**src/rtl/bil_pkg.sv**
```systemverilog
package bil_pkg;
  localparam logic [31:0] CRC_POLY_R = 32'hEDB88320;
  localparam logic [31:0] CRC_SEED   = 32'hFFFF_FFFF;
  localparam logic [31:0] SKIP_TOKEN = 32'h0D15_AB1E;

  typedef enum logic [1:0] {
    PH_COUNT = 2'd0,
    PH_BODY  = 2'd1,
    PH_TAIL  = 2'd2,
    PH_HALT  = 2'd3
  } phase_t;

  // One byte through the reflected CRC register, lowest bit first.
  function automatic logic [31:0] crc_byte_step(input logic [31:0] acc,
                                                input logic [7:0]  din);
    logic [31:0] r;
    r = acc ^ {24'd0, din};
    for (int i = 0; i < 8; i++) begin
      if (r[0]) r = (r >> 1) ^ CRC_POLY_R;
      else      r = r >> 1;
    end
    return r;
  endfunction
endpackage

```
**src/rtl/bil_crc32.sv**
```systemverilog
module bil_crc32
  import bil_pkg::*;
(
  input  logic        clk,
  input  logic        rst,
  input  logic        en,
  input  logic [7:0]  din,
  output logic [31:0] result
);
  logic [31:0] acc_q;

  always_ff @(posedge clk) begin
    if (rst)     acc_q <= CRC_SEED;
    else if (en) acc_q <= crc_byte_step(acc_q, din);
  end

  assign result = ~acc_q;
endmodule

```
**src/rtl/bil_word_packer.sv**
```systemverilog
module bil_word_packer #(
  parameter int AW = 10
) (
  input  logic          clk,
  input  logic          rst,
  input  logic          en,
  input  logic [7:0]    din,
  output logic          word_done,
  output logic          we,
  output logic [AW-1:0] addr,
  output logic [31:0]   wdata
);
  logic [1:0]    lane_q;
  logic [23:0]   part_q;
  logic [AW-1:0] next_q;

  assign word_done = en && (lane_q == 2'd3);

  always_ff @(posedge clk) begin
    if (rst) begin
      lane_q <= 2'd0;
      part_q <= 24'd0;
      next_q <= '0;
      we     <= 1'b0;
      addr   <= '0;
      wdata  <= 32'd0;
    end else begin
      we <= 1'b0;
      if (en) begin
        lane_q <= lane_q + 2'd1;
        part_q <= {din, part_q[23:8]};
        if (lane_q == 2'd3) begin
          we     <= 1'b1;
          addr   <= next_q;
          wdata  <= {din, part_q};
          next_q <= next_q + 1'b1;
        end
      end
    end
  end

  // a word needs four bytes, so write strobes can never be adjacent
  a_r3_no_back_to_back: assert property (@(posedge clk) disable iff (rst)
    we |=> !we);
endmodule

```
**src/rtl/bil_ctrl.sv**
```systemverilog
module bil_ctrl
  import bil_pkg::*;
#(
  parameter int RAM_DEPTH = 1024,
  parameter int CW        = 11
) (
  input  logic        clk,
  input  logic        rst,
  input  logic [7:0]  in_data,
  input  logic        in_valid,
  input  logic        word_done,
  input  logic [31:0] crc_value,
  output logic        in_ready,
  output logic        crc_en,
  output logic        pack_en,
  output logic        done,
  output logic        start,
  output logic        crc_error,
  output logic        size_error
);
  phase_t        ph_q;
  logic [1:0]    lane_q;
  logic [23:0]   hold_q;
  logic [CW-1:0] left_q;
  logic          ready_q;
  logic          accept;
  logic [31:0]   full_word;

  assign in_ready  = ready_q;
  assign accept    = in_valid && ready_q;
  assign full_word = {in_data, hold_q};
  assign crc_en    = accept && (ph_q == PH_COUNT || ph_q == PH_BODY);
  assign pack_en   = accept && (ph_q == PH_BODY);

  always_ff @(posedge clk) begin
    if (rst) begin
      ph_q       <= PH_COUNT;
      lane_q     <= 2'd0;
      hold_q     <= 24'd0;
      left_q     <= '0;
      ready_q    <= 1'b1;
      done       <= 1'b0;
      start      <= 1'b0;
      crc_error  <= 1'b0;
      size_error <= 1'b0;
    end else begin
      start <= 1'b0;
      unique case (ph_q)
        PH_COUNT: if (accept) begin
          lane_q <= lane_q + 2'd1;
          hold_q <= {in_data, hold_q[23:8]};
          if (lane_q == 2'd3) begin
            if (full_word > 32'(RAM_DEPTH)) begin
              size_error <= 1'b1;
              done       <= 1'b1;
              ready_q    <= 1'b0;
              ph_q       <= PH_HALT;
            end else if (full_word == 32'd0) begin
              ph_q <= PH_TAIL;
            end else begin
              left_q <= full_word[CW-1:0];
              ph_q   <= PH_BODY;
            end
          end
        end
        PH_BODY: if (word_done) begin
          left_q <= left_q - 1'b1;
          if (left_q == CW'(1)) ph_q <= PH_TAIL;
        end
        PH_TAIL: if (accept) begin
          lane_q <= lane_q + 2'd1;
          hold_q <= {in_data, hold_q[23:8]};
          if (lane_q == 2'd3) begin
            done    <= 1'b1;
            ready_q <= 1'b0;
            ph_q    <= PH_HALT;
            if (full_word == SKIP_TOKEN || full_word == crc_value) start <= 1'b1;
            else                                                    crc_error <= 1'b1;
          end
        end
        default: ;
      endcase
    end
  end

  // once finished, the input side stays closed
  a_r9_closed_after_done: assert property (@(posedge clk) disable iff (rst)
    done |-> !in_ready);
  // a checksum error never comes with a start request
  a_r6_no_start_on_error: assert property (@(posedge clk) disable iff (rst)
    crc_error |-> !start);
  // start lasts a single cycle
  a_r5_start_one_cycle: assert property (@(posedge clk) disable iff (rst)
    start |=> !start);
  // start comes with done
  a_r5_start_with_done: assert property (@(posedge clk) disable iff (rst)
    start |-> done);
  // done rises only after an accepted byte
  a_r11_done_after_byte: assert property (@(posedge clk) disable iff (rst)
    $rose(done) |-> $past(in_valid && in_ready));
  // the body phase always has words outstanding
  a_r4_body_nonempty: assert property (@(posedge clk) disable iff (rst)
    (ph_q == PH_BODY) |-> (left_q != '0));
endmodule

```
**src/rtl/boot_image_loader.sv**
```systemverilog
module boot_image_loader #(
  parameter int RAM_DEPTH = 1024,
  localparam int AW = (RAM_DEPTH > 1) ? $clog2(RAM_DEPTH) : 1,
  localparam int CW = AW + 1
) (
  input  logic          clk,
  input  logic          rst,
  input  logic [7:0]    in_data,
  input  logic          in_valid,
  output logic          in_ready,
  output logic          ram_we,
  output logic [AW-1:0] ram_addr,
  output logic [31:0]   ram_wdata,
  output logic          done,
  output logic          start,
  output logic [AW-1:0] start_addr,
  output logic          crc_error,
  output logic          size_error
);
  logic        crc_en;
  logic        pack_en;
  logic        word_done;
  logic [31:0] crc_value;

  assign start_addr = '0;

  bil_crc32 u_crc (
    .clk    (clk),
    .rst    (rst),
    .en     (crc_en),
    .din    (in_data),
    .result (crc_value)
  );

  bil_word_packer #(.AW(AW)) u_pack (
    .clk       (clk),
    .rst       (rst),
    .en        (pack_en),
    .din       (in_data),
    .word_done (word_done),
    .we        (ram_we),
    .addr      (ram_addr),
    .wdata     (ram_wdata)
  );

  bil_ctrl #(.RAM_DEPTH(RAM_DEPTH), .CW(CW)) u_ctrl (
    .clk        (clk),
    .rst        (rst),
    .in_data    (in_data),
    .in_valid   (in_valid),
    .word_done  (word_done),
    .crc_value  (crc_value),
    .in_ready   (in_ready),
    .crc_en     (crc_en),
    .pack_en    (pack_en),
    .done       (done),
    .start      (start),
    .crc_error  (crc_error),
    .size_error (size_error)
  );

  // an oversize count never leads to a RAM write
  a_r8_no_write_on_oversize: assert property (@(posedge clk) disable iff (rst)
    size_error |-> !ram_we);
endmodule

```
**config.mk**
```make
export PLATFORM = sky130hd
export DESIGN_NAME = boot_image_loader
export DESIGN_NICKNAME = d
export VERILOG_FILES = /design/src/rtl/bil_pkg.sv /design/src/rtl/bil_crc32.sv /design/src/rtl/bil_word_packer.sv /design/src/rtl/bil_ctrl.sv /design/src/rtl/boot_image_loader.sv
export SDC_FILE = /design/constraint.sdc
export NUM_CORES = 1
export LEC_CHECK = 0
export BUFFER_PORTS_ARGS = -buffer_cell sky130_fd_sc_hd__clkbuf_2
export CORE_ASPECT_RATIO = 2
export CORE_MARGIN = 2
export CORE_UTILIZATION = 60
export DETAILED_ROUTE_END_ITERATION = 10
export GPL_TIMING_DRIVEN = 0
export MAX_ROUTING_LAYER = met4
export PLACE_DENSITY = 0.8
export RECOVER_POWER = 25
export SYNTH_ARGS = -nofsm -noshare
export SYNTH_HDL_FRONTEND = slang
export SYNTH_HIERARCHICAL = 1
export SYNTH_SLANG_ARGS = --single-unit
```
**constraint.sdc**
```tcl
create_clock -name clk -period 3.9 [get_ports clk]
set_clock_uncertainty 0.2 [all_clocks]
set_input_delay 0.78 -clock clk [delete_from_list [all_inputs] [get_ports clk]]
set_output_delay 0.78 -clock clk [all_outputs]
set_load 0.05 [all_outputs]
```
Word level (Yosys, flattened, before mapping) --
Cells that the tools add are included.
Word-level totals: bits in registers 155, bits in latches 0, bits in writable memories 0, ROM bits 0, input bits 11, output and inout bits 58, memories 0
Cells by class: add/sub/neg operators 4, multipliers 0, divide/modulo/power cells 0, order comparisons 1, equality and inequality tests 16, shift-type cells 0, mux-type cells 51, bitwise operators 15, reductions and logical operators 21
Operator list (count):
- 32-bit 2-to-1 mux | 22
- 13-bit NOT with 14-bit output | 8
- 11-bit 2-to-1 mux | 5
- 32-bit by 28-bit equality test with 1-bit output (second input constant) | 1
- 32-bit equality test | 1
- 32-bit by 11-bit greater-than comparator with 1-bit output (second input constant) | 1
- 32-bit zero test | 1
- 32-bit NOT | 1
- 32-bit by 8-bit bitwise XOR with 32-bit output | 1
- 11-bit one-hot mux with 2 select lines | 1
- 2-bit 2-to-1 mux | 8
- 1-bit 2-to-1 mux | 12
- 6-bit AND reduction | 2
- 11-bit by 1-bit equality test with 1-bit output (second input constant) | 1
- 11-bit by 1-bit subtractor with 11-bit output (second input constant) | 1
- 10-bit by 1-bit adder with 10-bit output (second input constant) | 1
- 2-bit != test (second input constant) | 5
- 2-bit by 1-bit != test with 1-bit output (second input constant) | 4
- 4-bit AND reduction | 2
- 7-bit AND reduction | 1
- 2-bit equality test (second input constant) | 3
- 2-bit one-hot mux with 3 select lines | 1
- 1-bit NOT | 5
- 2-bit by 1-bit adder with 2-bit output (second input constant) | 2
- 10 further kinds | 18

Logic depth before layout (Yosys ltp) --
depth in word-level cells 31, mapped depth 14, depth with buffers taken out 11

By module --
The synthesis kept the hierarchy.
Modules (own cells, without submodules):
- bil_word_packer | times used 1, cells an instance 320, area each 2817.7 um^2, seq. area each 1581.5 um^2
- bil_ctrl | times used 1, cells an instance 325, area each 2638.8 um^2, seq. area each 880.8 um^2
- bil_crc32 | times used 1, cells an instance 212, area each 2070.7 um^2, seq. area each 640.6 um^2
- boot_image_loader | times used 1, cells an instance 11, area each 78.8 um^2, seq. area each 0.0 um^2

Worst setup path before layout --
Ideal clock, no wire load.
path kind reg-to-reg, start point reg u_ctrl.ph_q[1], end point reg u_ctrl.left_q[2], data arrival time 3.021 ns, required time 3.566 ns, setup slack 0.545 ns, cell stages (with the launch flop) 15, path through dfxtp_1 inv_1 ha_1 clkbuf_1 inv_2 clkbuf_1 nor2_1 nand2_1 inv_2 clkbuf_1 nor2b_1 a211oi_1 o21ai_0 o211ai_1 o31ai_2
Between the ends: longest elaborated chain between the ends 5
Ends and longest elaborated chain:
- from (decl) | line bil_ctrl.sv:21 | phase_t ph_q;
- from (signal assigned) | line bil_ctrl.sv:37 | ph_q <= PH_COUNT;
- from (signal assigned) | line bil_ctrl.sv:57 | ph_q <= PH_HALT;
- from (signal assigned) | line bil_ctrl.sv:59 | ph_q <= PH_TAIL;
- 2-bit by 1-bit equality test with 1-bit output | line bil_ctrl.sv:33 | assign pack_en = accept && (ph_q == PH_BODY);
- 1-bit logical AND | line bil_ctrl.sv:33
- via pack_en | line boot_image_loader.sv:21 | logic pack_en;
- 1-bit logical AND | line bil_word_packer.sv:17 | assign word_done = en && (lane_q == 2'd3);
- via word_done | line boot_image_loader.sv:22 | logic word_done;
- 2-bit by 1-bit != test with 1-bit output (no line)
- 6-bit AND reduction (no line)
- to (signal assigned) | line bil_ctrl.sv:61 | left_q <= full_word[CW-1:0];
- to (signal assigned) | line bil_ctrl.sv:67 | left_q <= left_q - 1'b1;
- to (decl) | line bil_ctrl.sv:24 | logic [CW-1:0] left_q;
The timed path passes the listed nets, and every way through them passes these cells. A chain may end at the register's enable or synchronous reset.

Worst setup path after layout --
start point reg u_ctrl.ph_q[1], end point reg u_ctrl.left_q[8]
Same word-level chain as after synthesis.

==> metrics.json <==
{
  "outcome": {
    "outcome": "finished clean"
  },
  "worst_hold_path": {
    "hold_path.class": "reg2reg",
    "worstHoldPathCells": 2,
    "timing.hold.worst.start": "u_pack/wdata[6]$_SDFFE_PP0P_",
    "min_delay_worst_endpoint": "u_pack/wdata[6]$_SDFFE_PP0P_"
  },
  "detailed_routing": {
    "drt-pass1-iter-count": 6,
    "postRouteAntennaNets": 0,
    "route.detailed.wl_per_inst_um": 19.03,
    "viasPerCell": 5.860,
    "via_count": 6540,
    "detail_route.drc_violations": 0,
    "drt_initial_violations": 404,
    "wirelength_um": 21240
  },
  "final_layout": {
    "antenna_cells": 0,
    "post_layout_nonfiller_instances": 1116,
    "num-fill-cells": 1026,
    "syn2layout_area_growth_pct": 13.95,
    "drive_gt1_frac": 0.1128,
    "num-nets-final": 973
  },
  "place": {
    "dp_cells": 1085,
    "numPortBuffers": 58,
    "dp_worst_setup_slack_ps": -583.9,
    "gp_congestion": 0.9841,
    "dp_hpwl_um": 15640
  },
  "logic_synthesis": {
    "most_numerous_cell_types_in_the_synthesized_netlist": "sky130_fd_sc_hd__nand2_1, sky130_fd_sc_hd__dfxtp_1, sky130_fd_sc_hd__a21oi_1, sky130_fd_sc_hd__nor2_1, sky130_fd_sc_hd__xnor2_1",
    "synth-seq-cells": 155,
    "number_of_different_library_cells_in_the_post_synthesis_netlist": 62,
    "post_synth_edffs": 0,
    "synth-seq-area-share": 0.4080,
    "synth_warnings": 6,
    "synth.cell_area_sq_um": 7606,
    "synth.most_common_cell": "sky130_fd_sc_hd__nand2_1",
    "syn-mean-instance-area_sq_um": 8.763,
    "ys_dominant_reg_cell": "sky130_fd_sc_hd__dfxtp_1",
    "count_of_mapped_cells_out_of_synthesis": 868,
    "ys_top_cells_by_area": "sky130_fd_sc_hd__dfxtp_1, sky130_fd_sc_hd__nand2_1, sky130_fd_sc_hd__xnor2_1, sky130_fd_sc_hd__a21oi_1, sky130_fd_sc_hd__xor2_1",
    "post-synth-top-area-cell": "sky130_fd_sc_hd__dfxtp_1",
    "synthDominantCellAreaShare": 0.4080,
    "ys_async_sr_fraction": 0
  },
  "cts": {
    "h-tree-depth": 4,
    "cts-hold-fix-buffers": 0,
    "numCtsBuffers": 17,
    "cts_root_buf": "sky130_fd_sc_hd__clkbuf_16",
    "clk_path_buf_depth": 2,
    "worst_setup_hold_path_clk_slew_ps": 70,
    "tritoncts_num_sinks": 155,
    "tritoncts": "done",
    "clock_insertion_delay_worst_skew_ps": 430
  },
  "global_route": {
    "first_global_vias": 6453,
    "pin_count_of_the_biggest_net_entering_global_routing": 20,
    "grt_antenna_before_repair": 0,
    "global_route.overflow_total": 0,
    "grt_use_total": 0.3217,
    "grt_first_pass_wirelength_um": 32930
  },
  "timing": {
    "worst_pin_slew_ps": 829.7,
    "portion_of_the_clock_cycle_consumed_by_the_worst_path_in_the_final_layout": 0.8952,
    "timing.final.crit_period_ps": 3491,
    "timing.final.ws_setup_ps": 408.9,
    "setup_total_negative_slack_ps": 0,
    "final-setup-viol-count": 0,
    "clock.fmax_mhz": 286.4,
    "report.final.slew_viol_count": 0,
    "setup_repair_after_global_routing_missed_its_margin": "no",
    "timing.max_slew.rel_slack": 0.4429,
    "finalHoldViolations": 0
  },
  "setup_path": {
    "timing.reg2reg.setup_slack_ps": 410,
    "critical_path_arrival_ps": 3580,
    "critical_path_s_largest_stage_delay_ps": 450,
    "critPathMaxFanout": 19,
    "cell_by_cell_listing_of_the_critical_path": "inv_1 -> ha_1 -> clkbuf_2 -> inv_2 -> clkbuf_1 -> nor2_1 -> nand2_1 -> inv_2 -> nor2b_1 -> a211oi_4 -> o21ai_0 -> o211ai_1 -> o31ai_2",
    "timing.setup.critical_path_class": "reg2reg",
    "type_of_element_launching_the_critical_path": "register",
    "worst_reg2reg_startpoint": "u_ctrl/ph_q[1]$_SDFFE_PP0P_",
    "cp_common_cell": "sky130_fd_sc_hd__inv_2",
    "worst_setup_path_end_kind": "register",
    "critPathSlowestCell": "sky130_fd_sc_hd__a211oi_4",
    "crit_required_ps": 3980,
    "critical_register_to_register_path_endpoint": "u_ctrl/left_q[8]$_SDFFE_PP0P_",
    "ff_to_ff_path_depth": 13
  },
  "power_and_ir_drop": {
    "p_leak_nw": 3.439,
    "worst_voltage_drop_across_the_vdd_grid_mv": 0.6729,
    "power.density_nw_per_um2": 754.3
  },
  "floorplan": {
    "core_area_sq_um": 12480,
    "io_pins": 69,
    "initial_utilization": 0.6094,
    "chipWidth_um": 83.62,
    "row_count": 58,
    "fp.dieArea_sq_um": 13650,
    "dieHeight_um": 163.2
  },
  "job": {
    "max-cap-violations": 0
  }
}
registers in the layout, indices dropped and copies added (netlist names), 2 cells and up:
signal         cells
u_ctrl/ph_q        2
u_pack/lane_q      2
u_crc/acc_q       32
u_pack/part_q     24
u_pack/addr       10
u_pack/next_q     10
u_ctrl/hold_q     24
u_ctrl/left_q     11
u_ctrl/lane_q      2
u_pack/wdata      32
how the worst max path moves through the flow:
stage                                            from  slack [ps]                             to
final                     u_ctrl/ph_q[1]$_SDFFE_PP0P_         410  u_ctrl/left_q[8]$_SDFFE_PP0P_
after global routing      u_ctrl/ph_q[1]$_SDFFE_PP0P_         140  u_ctrl/left_q[8]$_SDFFE_PP0P_
after CTS                 u_ctrl/ph_q[1]$_SDFFE_PP0P_         270  u_ctrl/left_q[8]$_SDFFE_PP0P_
after detailed placement  u_ctrl/ph_q[1]$_SDFFE_PP0P_        -580  u_ctrl/left_q[2]$_SDFFE_PP0P_
after global placement    u_ctrl/ph_q[1]$_SDFFE_PP0P_        -590  u_ctrl/left_q[8]$_SDFFE_PP0P_
after floorplan           u_ctrl/ph_q[1]$_SDFFE_PP0P_         550  u_ctrl/left_q[2]$_SDFFE_PP0P_
routing by layer:
metal / GRT usage / part of all wire / up-vias
met1: 0.2933 / 0.34 / 3067
met3: 0.05306 / 0.046 / 120
met2: 0.5738 / 0.52 / 279
met4: 0.2676 / 0.092 / 0
li1: - / - / 3074
met5: - / 0 / -
metrics by stage:
stage                       util  power [mW]  cell area [sq um]  hold WS (ps)
after floorplan                -       4.220               7640         231.2
after global placement    0.6504       4.792               8118         239.6
after detailed placement  0.6504       4.829               8118         245.4
after CTS                 0.6989       6.508               8723         254.6
after global routing      0.6944       6.831               8667         272.8
final                     0.6944       6.537               8667         253.5
cell usage in the layout (no fill, tap or decap), drive strengths merged, types with 6 or more instances in the layout:
cell,Yosys,routed
or4,13,13
nand3,7,7
xnor2,63,63
ha,9,9
or3,6,6
nand2,158,158
inv,42,51
a211o,19,19
nand4,7,7
o21ai,15,15
nor2,69,69
conb,1,10
o31ai,12,12
xor2,41,41
or2,6,6
a21oi,87,87
nor4,16,16
mux2i,25,25
nor3,8,8
dfxtp,155,155
buf,23,23
clkbuf,32,106
o211ai,17,17
what timing repair did:
item / 4_1_cts / 5_1_grt
endpoints found under the setup margin: 11 / 2
resized for setup: 2 / 2
buffers inserted: 0 / 0
worst max-delay path: cells and delay by family (launching register included):
| kind | cells | cell delay [ps] |
|---|---|---|
| adders and majority gates | 1 | 190 |
| buffers and inverters | 5 | 1020 |
| and+or+nand+nor | 3 | 660 |
| AOI/OAI and AO/OA | 4 | 930 |
| DFF | 1 | 340 |
report_power, final:
| group | switching, mW | total (mW) | internal (mW) |
|---|---|---|---|
| logic | 1.65 | 2.93 | 1.28 |
| clock network | 0.743 | 1.66 | 0.913 |
| registers | 0.176 | 1.95 | 1.77 |
| total | 2.56 | 6.54 | 3.97 |
final cells by class:
type | instances | area (sq um) | share of cell area
tap | 150 | 187.7 | 0.02165
clock buffer | 17 | 425.4 | 0.04908
multi-input combinational | 622 | 4056 | 0.4680
clock inverter | 15 | 171.4 | 0.01978
sequential | 155 | 3103 | 0.3580
timing repair buffer | 58 | 232.7 | 0.02685
buffer | 56 | 329.1 | 0.03797
inverter | 43 | 161.4 | 0.01862
cells by family after synthesis:
logic type | synth area share
other | 0.0004930
DFF | 0.4080
AOI/OAI and AO/OA | 0.1472
and+or+nand+nor | 0.1808
buffers and inverters | 0.06481
adders and majority gates | 0.01481
xor gates and xnor gates | 0.1495
muxes | 0.03438
(Power assumes the default switching activity.)
